**config.mk**
```make
export PLATFORM = sky130hd
export DESIGN_NAME = apb_tick_timer
export DESIGN_NICKNAME = d
export VERILOG_FILES = /design/src/rtl/tick_timer_pkg.sv /design/src/rtl/tt_apb_regs.sv /design/src/rtl/tt_prescaler.sv /design/src/rtl/tt_down_counter.sv /design/src/rtl/tt_irq_flag.sv /design/src/rtl/apb_tick_timer.sv
export SDC_FILE = /design/constraint.sdc
export NUM_CORES = 1
export LEC_CHECK = 0
export CORE_AREA = 8 8 93 95
export DETAILED_ROUTE_END_ITERATION = 6
export DIE_AREA = 0 0 101 103
export MAX_ROUTING_LAYER = met4
export PLACE_DENSITY_LB_ADDON = 0.2
export SYNTH_ARGS = -nofsm -noshare
export SYNTH_HDL_FRONTEND = slang
export SYNTH_SLANG_ARGS = --single-unit
```
**constraint.sdc**
```tcl
create_clock -name clk -period 5.4 [get_ports clk]
set_input_delay 0.54 -clock clk [delete_from_list [all_inputs] [get_ports clk]]
set_output_delay 0.54 -clock clk [all_outputs]
set_load 0.03 [all_outputs]
```
**src/rtl/tick_timer_pkg.sv**
```systemverilog
package tick_timer_pkg;

    localparam int unsigned APB_DW = 32;

    // Bit positions inside the control word; software decodes these.
    localparam int unsigned CW_DIV_LSB  = 2;
    localparam int unsigned CW_MODE_BIT = 6;
    localparam int unsigned CW_EN_BIT   = 7;
    localparam int unsigned CW_STAT_BIT = 8;

    // Register index taken from address bits 3:2.
    typedef enum logic [1:0] {
        REG_START = 2'd0,
        REG_COUNT = 2'd1,
        REG_CTRL  = 2'd2,
        REG_ACK   = 2'd3
    } reg_sel_e;

    typedef struct packed {
        logic       en;
        logic       periodic;
        logic [2:0] div_code;
    } ctrl_t;

    // log2 of the divide ratio for each code; the order is fixed by software.
    function automatic logic [3:0] div_shift(input logic [2:0] code);
        logic [3:0] sh;
        case (code)
            3'd0:    sh = 4'd0;
            3'd1:    sh = 4'd4;
            3'd2:    sh = 4'd8;
            3'd3:    sh = 4'd1;
            3'd4:    sh = 4'd3;
            3'd5:    sh = 4'd5;
            3'd6:    sh = 4'd7;
            default: sh = 4'd10;
        endcase
        return sh;
    endfunction

    function automatic logic [APB_DW-1:0] pack_ctrl(input ctrl_t c, input logic status);
        logic [APB_DW-1:0] w;
        w = '0;
        w[CW_DIV_LSB +: 3] = c.div_code;
        w[CW_MODE_BIT]     = c.periodic;
        w[CW_EN_BIT]       = c.en;
        w[CW_STAT_BIT]     = status;
        return w;
    endfunction

    function automatic ctrl_t unpack_ctrl(input logic [APB_DW-1:0] w);
        ctrl_t c;
        c.div_code = w[CW_DIV_LSB +: 3];
        c.periodic = w[CW_MODE_BIT];
        c.en       = w[CW_EN_BIT];
        return c;
    endfunction

endpackage

```
**src/rtl/tt_apb_regs.sv**
```systemverilog
module tt_apb_regs
    import tick_timer_pkg::*;
#(
    parameter int CNT_W  = 16,
    parameter int ADDR_W = 4
) (
    input  logic              clk,
    input  logic              rst,
    input  logic              psel,
    input  logic              penable,
    input  logic              pwrite,
    input  logic [ADDR_W-1:0] paddr,
    input  logic [APB_DW-1:0] pwdata,
    input  logic [CNT_W-1:0]  count,
    input  logic              status,
    output logic [APB_DW-1:0] prdata,
    output logic [CNT_W-1:0]  start_q,
    output ctrl_t             ctrl_q,
    output logic              wr_start,
    output logic              wr_ctrl,
    output logic              wr_ack
);

    reg_sel_e sel;
    logic     wr_access;
    logic     rd_access;
    logic     unused_bits;

    assign sel       = reg_sel_e'(paddr[3:2]);
    assign wr_access = psel & penable & pwrite;
    assign rd_access = psel & ~pwrite;

    assign wr_start = wr_access && (sel == REG_START);
    assign wr_ctrl  = wr_access && (sel == REG_CTRL);
    assign wr_ack   = wr_access && (sel == REG_ACK);

    always_ff @(posedge clk) begin
        if (rst) begin
            start_q <= '0;
            ctrl_q  <= '0;
        end else begin
            if (wr_start) start_q <= pwdata[CNT_W-1:0];
            if (wr_ctrl)  ctrl_q  <= unpack_ctrl(pwdata);
        end
    end

    always_comb begin
        prdata = '0;
        if (rd_access) begin
            case (sel)
                REG_START: prdata = APB_DW'(start_q);
                REG_COUNT: prdata = APB_DW'(count);
                REG_CTRL:  prdata = pack_ctrl(ctrl_q, status);
                default:   prdata = '0;
            endcase
        end
    end

    assign unused_bits = ^{paddr, pwdata};

endmodule

```
**src/rtl/tt_prescaler.sv**
```systemverilog
module tt_prescaler #(
    parameter int PH_W = 10
) (
    input  logic       clk,
    input  logic       rst,
    input  logic       en,
    input  logic       restart,
    input  logic [2:0] div_code,
    output logic       tick
);
    import tick_timer_pkg::*;

    logic [PH_W-1:0] phase_q;
    logic [PH_W-1:0] limit;

    assign limit = PH_W'((32'd1 << div_shift(div_code)) - 32'd1);
    assign tick  = en && !restart && (phase_q >= limit);

    always_ff @(posedge clk) begin
        if (rst || restart) begin
            phase_q <= '0;
        end else if (en) begin
            if (tick) phase_q <= '0;
            else      phase_q <= phase_q + 1'b1;
        end
    end

endmodule

```
**src/rtl/tt_down_counter.sv**
```systemverilog
module tt_down_counter #(
    parameter int CNT_W = 16
) (
    input  logic             clk,
    input  logic             rst,
    input  logic             load,
    input  logic [CNT_W-1:0] load_val,
    input  logic             tick,
    input  logic             periodic,
    input  logic [CNT_W-1:0] start_val,
    output logic [CNT_W-1:0] count,
    output logic             expire
);

    localparam logic [CNT_W-1:0] ONE = CNT_W'(1);

    assign expire = tick && (count == ONE);

    always_ff @(posedge clk) begin
        if (rst) begin
            count <= '0;
        end else if (load) begin
            count <= load_val;
        end else if (tick) begin
            if (count == '0) count <= periodic ? start_val : '1;
            else             count <= count - ONE;
        end
    end

endmodule

```
**src/rtl/tt_irq_flag.sv**
```systemverilog
module tt_irq_flag (
    input  logic clk,
    input  logic rst,
    input  logic set,
    input  logic clr,
    output logic flag
);

    always_ff @(posedge clk) begin
        if (rst)      flag <= 1'b0;
        else if (set) flag <= 1'b1;
        else if (clr) flag <= 1'b0;
    end

endmodule

```
**src/rtl/apb_tick_timer.sv**
```systemverilog
module apb_tick_timer
    import tick_timer_pkg::*;
#(
    parameter int CNT_W  = 16,
    parameter int PH_W   = 10,
    parameter int ADDR_W = 4
) (
    input  logic              clk,
    input  logic              rst,
    input  logic              psel,
    input  logic              penable,
    input  logic              pwrite,
    input  logic [ADDR_W-1:0] paddr,
    input  logic [31:0]       pwdata,
    output logic [31:0]       prdata,
    output logic              pready,
    output logic              pslverr,
    output logic              irq
);

    logic [CNT_W-1:0] start_q;
    logic [CNT_W-1:0] count_q;
    ctrl_t            ctrl_q;
    logic             wr_start;
    logic             wr_ctrl;
    logic             wr_ack;
    logic             tick;
    logic             expire;
    logic             status;

    tt_apb_regs #(.CNT_W(CNT_W), .ADDR_W(ADDR_W)) u_regs (
        .clk      (clk),
        .rst      (rst),
        .psel     (psel),
        .penable  (penable),
        .pwrite   (pwrite),
        .paddr    (paddr),
        .pwdata   (pwdata),
        .count    (count_q),
        .status   (status),
        .prdata   (prdata),
        .start_q  (start_q),
        .ctrl_q   (ctrl_q),
        .wr_start (wr_start),
        .wr_ctrl  (wr_ctrl),
        .wr_ack   (wr_ack)
    );

    tt_prescaler #(.PH_W(PH_W)) u_div (
        .clk      (clk),
        .rst      (rst),
        .en       (ctrl_q.en),
        .restart  (wr_start | wr_ctrl),
        .div_code (ctrl_q.div_code),
        .tick     (tick)
    );

    tt_down_counter #(.CNT_W(CNT_W)) u_cnt (
        .clk       (clk),
        .rst       (rst),
        .load      (wr_start),
        .load_val  (pwdata[CNT_W-1:0]),
        .tick      (tick),
        .periodic  (ctrl_q.periodic),
        .start_val (start_q),
        .count     (count_q),
        .expire    (expire)
    );

    tt_irq_flag u_flag (
        .clk  (clk),
        .rst  (rst),
        .set  (expire),
        .clr  (wr_ack),
        .flag (status)
    );

    assign irq     = status;
    assign pready  = 1'b1;
    assign pslverr = 1'b0;

endmodule

```
# Word-level counts from Yosys, hierarchy flattened
# Cells that the tools add are included.
[word_totals]
elab_cells = 50
in_bits = 41
output_inout_bits = 35
regBits = 48
[op_classes]
eq_ne = 10
muxes = 10
n_shift = 1
n_reduce_logical = 13
magnitude_cmp = 1
bitwise_logic = 5
n_addsub = 3
[ops]
columns = ["cell", "n"]
rows = [
  ["$mux 16", 4],
  ["$pmux 16 s3", 1],
  ["$mux 32", 1],
  ["$pmux 4 s7", 1],
  ["$eq 16x1->1 const B", 1],
  ["$logic_not 16->1", 1],
  ["$sub 16x1->16 const B", 1],
  ["$add 10x1->10 const B", 1],
  ["$ge 10x10->1", 1],
  ["$mux 10", 1],
  ["$shl 1x4->10 const A", 1],
  ["$sub 10x1->10 const B", 1],
  ["$eq 3x3->1 const B", 3],
  ["$eq 3x2->1 const B", 2],
  ["$logic_and 1x1->1", 6],
  ["$eq 2x2->1 const B", 2],
  ["$reduce_bool 2->1", 2],
  ["$and 1x1->1", 3],
  ["$eq 3x1->1 const B", 1],
  ["$logic_not 3->1", 1],
  ["$eq 2x1->1 const B", 1],
  ["$logic_not 2->1", 1],
  ["$mux 1", 2],
  ["$logic_not 1->1", 1],
  ["3 further kinds", 3],
]

# Depth between registers and ports, before layout
# Gate-level depths: netlist of run 1.
[logic_depth]
depth_word = 9
mapped_depth = 13
ltp_nobuf = 10

# Hierarchy
# Synthesis of run 1 repeated with hierarchy kept, for this count alone.
[hier_totals]
hier_cells = 449
area_unflattened_um2 = 3666.0
[modules_own_cells]
columns = ["module", "instances", "seq_area_each_um2", "cells_per_inst", "area_per_inst_um2"]
rows = [
  ["tt_apb_regs", 1, 420.4, 156, 1423.9],
  ["tt_down_counter", 1, 320.3, 189, 1367.6],
  ["tt_prescaler", 1, 200.2, 95, 807.0],
  ["tt_irq_flag", 1, 20.0, 4, 38.8],
  ["apb_tick_timer", 1, 0.0, 5, 28.8],
]

# Least setup slack after synthesis of run 1
# No wires, ideal clock.
[synth_timing]
kind = "register to register"
from = "register u_regs.ctrl_q[0] (netlist name)"
to = "register u_cnt.count[4]"
arrival_time_ns = 2.638
path_slack_ns = 2.688
setup_time_ns = 0.074
required_ns = 5.326
synth_period_minus_slack_ns = 2.712
n_path_buf = 3
path_stages_with_launch = 14
path_cell_list = "dfxtp_1 > clkbuf_1 > or3_1 > ha_1 > o21ai_0 > ha_1 > and4_1 > nand3_1 > o211ai_1 > a21bo_2 > buf_2 > buf_1 > nand3_1 > a31oi_1"
[synth_via]
elab_chain_cells = 7
word_cells_on_any_way = 13
classes_between = "add/sub: 1; order compare: 1; eq/ne: 6; shift: 1; mux: 1; reduce/logical: 3"
[synth_rtl]
columns = ["item", "line", "text"]
rows = [
  ["$eq 3x3->1 (tied with other cells)", "tick_timer_pkg.sv:28", "case (code)"],
  ["$pmux 4 s7 *", "tick_timer_pkg.sv:28", ""],
  ["$shl 1x4->10 *", "tt_prescaler.sv:16", "assign limit = PH_W'((32'd1 << div_shift(div_code)) - 32'd1);"],
  ["$sub 10x1->10 *", "tt_prescaler.sv:16", ""],
  ["$ge 10x10->1 *", "tt_prescaler.sv:17", "assign tick = en && !restart && (phase_q >= limit);"],
  ["$logic_and 1x1->1 *", "tt_prescaler.sv:17", ""],
  ["$reduce_bool 2->1 (no line) *", "-", ""],
  ["end signal, assigned", "tt_down_counter.sv:23", "count <= load_val;"],
  ["end signal, assigned", "tt_down_counter.sv:25", "if (count == '0) count <= periodic ? start_val : '1;"],
  ["end signal, assigned", "tt_down_counter.sv:26", "else count <= count - ONE;"],
  ["end, declared", "tt_down_counter.sv:11", "output logic [CNT_W-1:0] count,"],
]
# Mark *: on every way between the ends. The rest lies on a longest branch, timed or not.
# A chain may end at the register's enable or synchronous reset.

# Worst setup path after layout of run 1
[layout_timing]
from = "input paddr[3]"
to = "output prdata[6]"
[layout_via]
elab_chain_cells = 3
word_cells_on_any_way = 5
classes_between = "eq/ne: 2; mux: 2; reduce/logical: 1"
[layout_rtl]
columns = ["item", "line", "text"]
rows = [
  ["start, declared", "apb_tick_timer.sv:13", "input logic [ADDR_W-1:0] paddr,"],
  ["$eq 2x2->1 (tied with other cells)", "tt_apb_regs.sv:50", "case (sel)"],
  ["$pmux 16 s3 *", "tt_apb_regs.sv:50", ""],
  ["$mux 32 *", "tt_apb_regs.sv:49", "if (rd_access) begin"],
  ["end, declared", "apb_tick_timer.sv:15", "output logic [31:0] prdata,"],
]
# Marks and branches as above.

==> results.yml, run 1 <==
sta:
  fin_crit_sh_pct: 59.1
  finalMaxSlewViolations: 0
  finalCriticalPeriod_ns: 3.19
  max_freq_ghz: 0.313
  rsz0062_at_grt: "false"
  hold_violations: 0
  max-slew-margin-rel_pct: 45.9
  worst_pin_slew_ns: 0.805
  skew_ns: 0.00875
  final.setup.tns_ns: 0
  setup_viol: 0
layout:
  fin_nets: 487
  insertedDiodeCount: 0
  drive_gt1_share_pct: 3.71
  area_growth_pct: 13.6
  layoutNonFillerInstCount: 530
  n_fill_cell: 728
grt:
  grt_pass1_vias: 2797
  antenna_found_initial: 0
  gr-total-overflow: 0
  grt_pass1_wl_um: 13400
  grt_max_degree: 41
  track_usage_pct: 16.4
routing:
  dr.pass1.iters: 5
  vias_per_cell: 5.39
  drc: 0
  vias: 2859
  detail_route.wirelength_um: 8080
  ant_nets: 0
  drtIter0Drc: 144
  routedWlPerCell_um: 15.3
pwr:
  p_per_area_mw_per_mm2: 206
  p_sw_uw: 229
  pwr-share-seq_pct: 50.3
  combPwrFrac_pct: 21.5
  vdd_ir_drop_max_v: 0.000104
  p_int_uw: 507
  p_sw_share_pct: 31.1
  p_clk_share_pct: 28.2
  leakage_uw: 0.00131
floorplan:
  dieArea_mm2: 0.0104
  die_h_um: 103
  ioPinCount: 76
  die_w_um: 101
  start_util_pct: 44.0
  rows: 31
  core_area_mm2: 0.00714
clock_network:
  cts.sinks: 48
  ctsHoldBuffers: 0
  clk_pin_slew_ns: 0.09
  cts-buffers-inserted: 5
  cts_resized: 0
  cts-root-buf: "clkbuf_8"
  cts_tree: "yes"
  clk_latency_ns: 0.30
  cts_setup_buffers: 0
  clock_path_buffers: 2
  ctsHtreeMaxLevel: 2
worst_setup_path:
  required_ns: 4.86
  cp_max_fo: 17
  critPathMaxStageDelay_ns: 0.80
  crit_path_end_kind: "output pin"
  r2r_start: "u_regs.ctrl_q[0]"
  critPathSlowestCell: "clkdlybuf4s50_1"
  cp_common_cell: "clkdlybuf4s50_1"
  crit_path_end: "prdata[6]"
  critPathLaunch: "paddr[3]"
  arrival_ns: 2.65
  crit_type: "in -> out"
  path_cells: "clkdlybuf4s50_1, nor2b_1, a21oi_1, nor2_1, clkdlybuf4s50_1"
  reg2reg_slack_ns: 2.41
  reg2regPathDepth: 10
  r2r_end: "u_cnt.count[11]"
  start_kind: "input port"
yosys:
  synth_flop_cell: "dfxtp_1"
  yosysTopAreaCell: "dfxtp_1"
  synth_area_mm2: 0.00314
  synthArstFlopShare_pct: 0
  synth-simple-area-share_pct: 26.2
  synth_warnings: 0
  synthMuxAreaShare_pct: 5.10
  synth_top_area_share_pct: 30.6
  ys_ff_latch: 48
  yosysSeqAreaShare_pct: 30.6
  synth_area_leaders: "dfxtp_1, nand2_1, nor2_1"
  synth_top_family_by_area: "simple AND/OR/NAND/NOR gates"
  synth_xor_area_share_pct: 4.74
  ys_types: 50
  syn_avg_cell_area_um2: 7.64
  synth-compound-area-share_pct: 18.6
  synth_edf_count: 0
  synth_fa_ha_area_share_pct: 5.97
  syn_inst: 411
place:
  hpwl_um: 5780
  portBuffers: 39
  dp.cells: 523
  gp_congestion: 0.838
flow_run:
  cap_viol_max_count: 0
worst_hold_path:
  hold_path.class: "reg -> reg"
status:
  outcome: "complete, no violations"
## power by group through the flow
stage / clock network, uW / registers, uW / logic (uW)
detailed placement: 0 / 378 / 156
floorplan: 0 / 373 / 130
finish: 207 / 370 / 158
global route: 229 / 371 / 176
CTS: 216 / 370 / 157
global placement: 0 / 377 / 156
## worst max-delay path: cells and delay by family
family	cells	cell delay [ns]
buffers and inverters	2	1.48
AO/OA/AOI/OAI	1	0.14
AND/OR/NAND/NOR	2	0.49
## cell families (layout without fill, tap and decap cells)
logic type | count (synthesis) | count (layout)
DFF | 48 | 48
other | 2 | 18
and+or+nand+nor | 175 | 175
xor gates and xnor gates | 17 | 17
adders and majority gates | 15 | 15
buffers and inverters | 51 | 55
AOI/OAI and AO/OA | 87 | 87
muxes | 16 | 16
## worst min-delay path by stage
stage	startpoint	to	slack (ns)	cells after the start
after global placement	u_regs.start_q[15]	u_regs.start_q[15]	0.46	2
after floorplan	u_regs.start_q[0]	u_regs.start_q[0]	0.45	2
after global routing	u_regs.start_q[8]	u_regs.start_q[8]	0.50	2
final	u_regs.start_q[15]	u_regs.start_q[15]	0.47	2
after detailed placement	u_regs.start_q[5]	u_regs.start_q[5]	0.46	2
after CTS	u_regs.start_q[5]	u_regs.start_q[5]	0.47	2
## area by class of cell
class	count	area, um^2	share of cell area (%)
inverter	6	22.5	0.631
multi-input combinational	328	1970	55.2
timing repair buffer	42	413	11.6
clock inverter	1	5.00	0.140
sequential	48	961	26.9
tap	99	124	3.47
clock buffer	6	72.6	2.03
## synthesized netlist by cell type (2+ instances only)
library cell	n
nand2_1	65
nor2_1	51
dfxtp_1	48
a21oi_1	33
clkbuf_1	23
buf_4	18
mux2i_1	16
nand3_1	16
ha_1	15
a311oi_1	13
o311ai_0	13
xor2_1	13
o21ai_0	10
nand4_1	7
inv_1	6
nor3_1	6
and3_1	5
a31oi_1	4
xnor2_1	4
and2_1	3
nand4b_1	3
or3_1	3
a21o_1	2
and4_1	2
buf_2	2
conb_1	2
nand2b_1	2
nor2b_1	2
o21a_1	2
or2_2	2
## sequential cells by signal, indices dropped and copies added (netlist names)
register	count
u_div.phase_q	10
u_regs.ctrl_q	5
u_cnt.count	16
u_flag.flag	1
u_regs.start_q	16
## through the flow
| step | util [%] | total power, uW | worst slack (ns) | area, um^2 | hold slack [ns] |
|---|---|---|---|---|---|
| 6_report | 50.0 | 735 | 2.21 | 3570 | 0.473 |
| 5_1_grt | 50.0 | 776 | 2.06 | 3570 | 0.499 |
| 4_1_cts | 50.0 | 743 | 2.22 | 3570 | 0.473 |
| 3_5_place_dp | 48.9 | 534 | 2.22 | 3490 | 0.460 |
| 3_3_place_gp | 48.9 | 533 | 2.21 | 3490 | 0.455 |
| 2_1_floorplan | - | 503 | 2.69 | 3200 | 0.446 |
## per-layer routing
layer	global-route usage (%)	routed length, um	share of wire (%)
met5	-	0	0
met4	3.44	74	0.92
met3	3.24	471	5.8
met2	26.7	3760	47
met1	20.5	3780	47
## placed cells by master, fill, tap and decap left out, types with 4 or more instances in the layout
cell	Yosys	layout
dfxtp_1	48	48
a21oi_1	33	33
mux2i_1	16	16
nor2_1	51	51
o311ai_0	13	13
nand4_1	7	7
nand3_1	16	16
inv_1	6	6
xnor2_1	4	4
a31oi_1	4	4
and3_1	5	5
clkdlybuf4s50_1	0	39
nand2_1	65	65
nor3_1	6	6
conb_1	2	18
a311oi_1	13	13
clkbuf_8	0	5
xor2_1	13	13
ha_1	15	15
o21ai_0	10	10
(Power assumes the default switching activity.)
==> inputs of run 2 (changes only) <==
Clock period 5.4 ns to 3.23 ns, I/O delays scaled along.
==> results.yml, run 2 (synthesized netlist as in run 1, its figures left out) <==
worst_hold_path:
  hold_path.class: "reg -> reg"
clock_network:
  clock_path_buffers: 2
  clk_latency_ns: 0.31
  ctsHoldBuffers: 0
  cts-buffers-inserted: 5
  ctsHtreeMaxLevel: 2
  clk_pin_slew_ns: 0.10
  cts_resized: 0
  cts_setup_buffers: 0
  cts.sinks: 48
  cts_tree: "yes"
  cts-root-buf: "clkbuf_8"
grt:
  gr-total-overflow: 0
  grt_max_degree: 41
  grt_pass1_wl_um: 13300
  track_usage_pct: 16.0
  grt_pass1_vias: 2714
  antenna_found_initial: 0
floorplan:
  start_util_pct: 44.0
  dieArea_mm2: 0.0104
  ioPinCount: 76
  die_h_um: 103
  die_w_um: 101
  core_area_mm2: 0.00714
  rows: 31
pwr:
  vdd_ir_drop_max_v: 0.000163
  p_per_area_mw_per_mm2: 368
  power_uw: 1340
  leakage_uw: 0.00134
sta:
  setup_viol: 0
  finalMaxSlewViolations: 0
  skew_ns: 0.0129
  max_freq_ghz: 0.346
  max-slew-margin-rel_pct: 47.2
  final.setup.tns_ns: 0
  rsz0062_at_grt: "false"
  hold_violations: 0
  fin_crit_sh_pct: 89.5
  worst_pin_slew_ns: 0.785
  finalCriticalPeriod_ns: 2.89
routing:
  vias_per_cell: 5.40
  drtIter0Drc: 142
  ant_nets: 0
  detail_route.wirelength_um: 8060
  dr.pass1.iters: 4
  routedWlPerCell_um: 15.1
  vias: 2891
  drc: 0
status:
  outcome: "complete, no violations"
place:
  portBuffers: 39
  dpl-instance-area_mm2: 0.00352
  gp_congestion: 0.800
  hpwl_um: 5800
layout:
  final_area_mm2: 0.00363
  final_common_cell: "nand2_1"
  top_regs: "u_cnt.count (16), u_regs.start_q (16), u_div.phase_q (10)"
  fin_nets: 491
  area_growth_pct: 15.7
  mostFrequentLayoutCells: "nand2_1, nor2_1, dfxtp_1"
  insertedDiodeCount: 0
  drive_gt1_share_pct: 5.05
worst_setup_path:
  crit_path_end_kind: "register"
  required_ns: 3.43
  cp_max_fo: 19
  crit_type: "reg -> reg"
  arrival_ns: 3.09
  start_kind: "register"
flow_run:
  cap_viol_max_count: 0
## run 2: cell count changes in the layout (fill, tap and decap cells not counted)
cell | previous run | this run
bufinv_16 | 0 | 1
clkbuf_1 | 1 | 0
clkinvlp_4 | 0 | 1
buf_4 | 3 | 7
## run 2: stage by stage
step | setup slack [ns] | hold slack [ns] | util, % | std cells
floorplan | 0.518 | 0.446 | - | 427
global placement | 0.483 | 0.455 | 49.4 | 527
detailed placement | 0.398 | 0.458 | 49.4 | 527
CTS | 0.378 | 0.471 | 50.9 | 535
global route | 0.0776 | 0.502 | 50.9 | 535
finish | 0.338 | 0.470 | 50.9 | 535
## run 2: final cells by class
class / instances / area, um^2
tap: 99 / 124
clock buffer: 5 / 68.8
clock inverter: 3 / 42.5
inverter: 6 / 22.5
sequential: 48 / 961
fill: 736 / 3500
timing repair buffer: 46 / 443
multi-input combinational: 328 / 1970
## run 2: power breakdown
part           internal, uW  switching (uW)  total [uW]
Sequential              602            16.7         618
Clock                   230             220         450
Combinational           101             167         268
## run 2: worst paths after layout
path / from / slack [ns] / cells after the start / endpoint
max reg2reg: u_regs.ctrl_q[0] / 0.34 / 10 / u_cnt.count[12]
min: u_regs.start_q[15] / 0.47 / 2 / u_regs.start_q[15]
max: u_regs.ctrl_q[0] / 0.34 / 10 / u_cnt.count[12]
min reg2reg: u_regs.start_q[15] / 0.47 / 2 / u_regs.start_q[15]
## run 2: worst max-delay path: stages (launching register included)
cell and delay (ns):
dfxtp_1 0.41, or3_1 0.44, ha_1 0.22, o21ai_0 0.10
ha_1 0.15, and4_1 0.25, nand3_1 0.09, o211ai_1 0.31
a21bo_2 0.45, nor2_1 0.07, a311oi_1 0.28
## run 2: layer usage
metal / track usage (%) / up-vias / wire length, um
met5: - / - / 0
met4: 3.78 / 0 / 87
li1: - / 1472 / -
met2: 25.8 / 75 / 3740
met1: 20.5 / 1334 / 3810
met3: 2.63 / 10 / 431
==> inputs of run 3 (changes only) <==
Settings changed: SLEW_MARGIN from default to 30.
==> results of run 3 <==
Same layout as run 2: the final DEF is identical, and so are final timing and power.
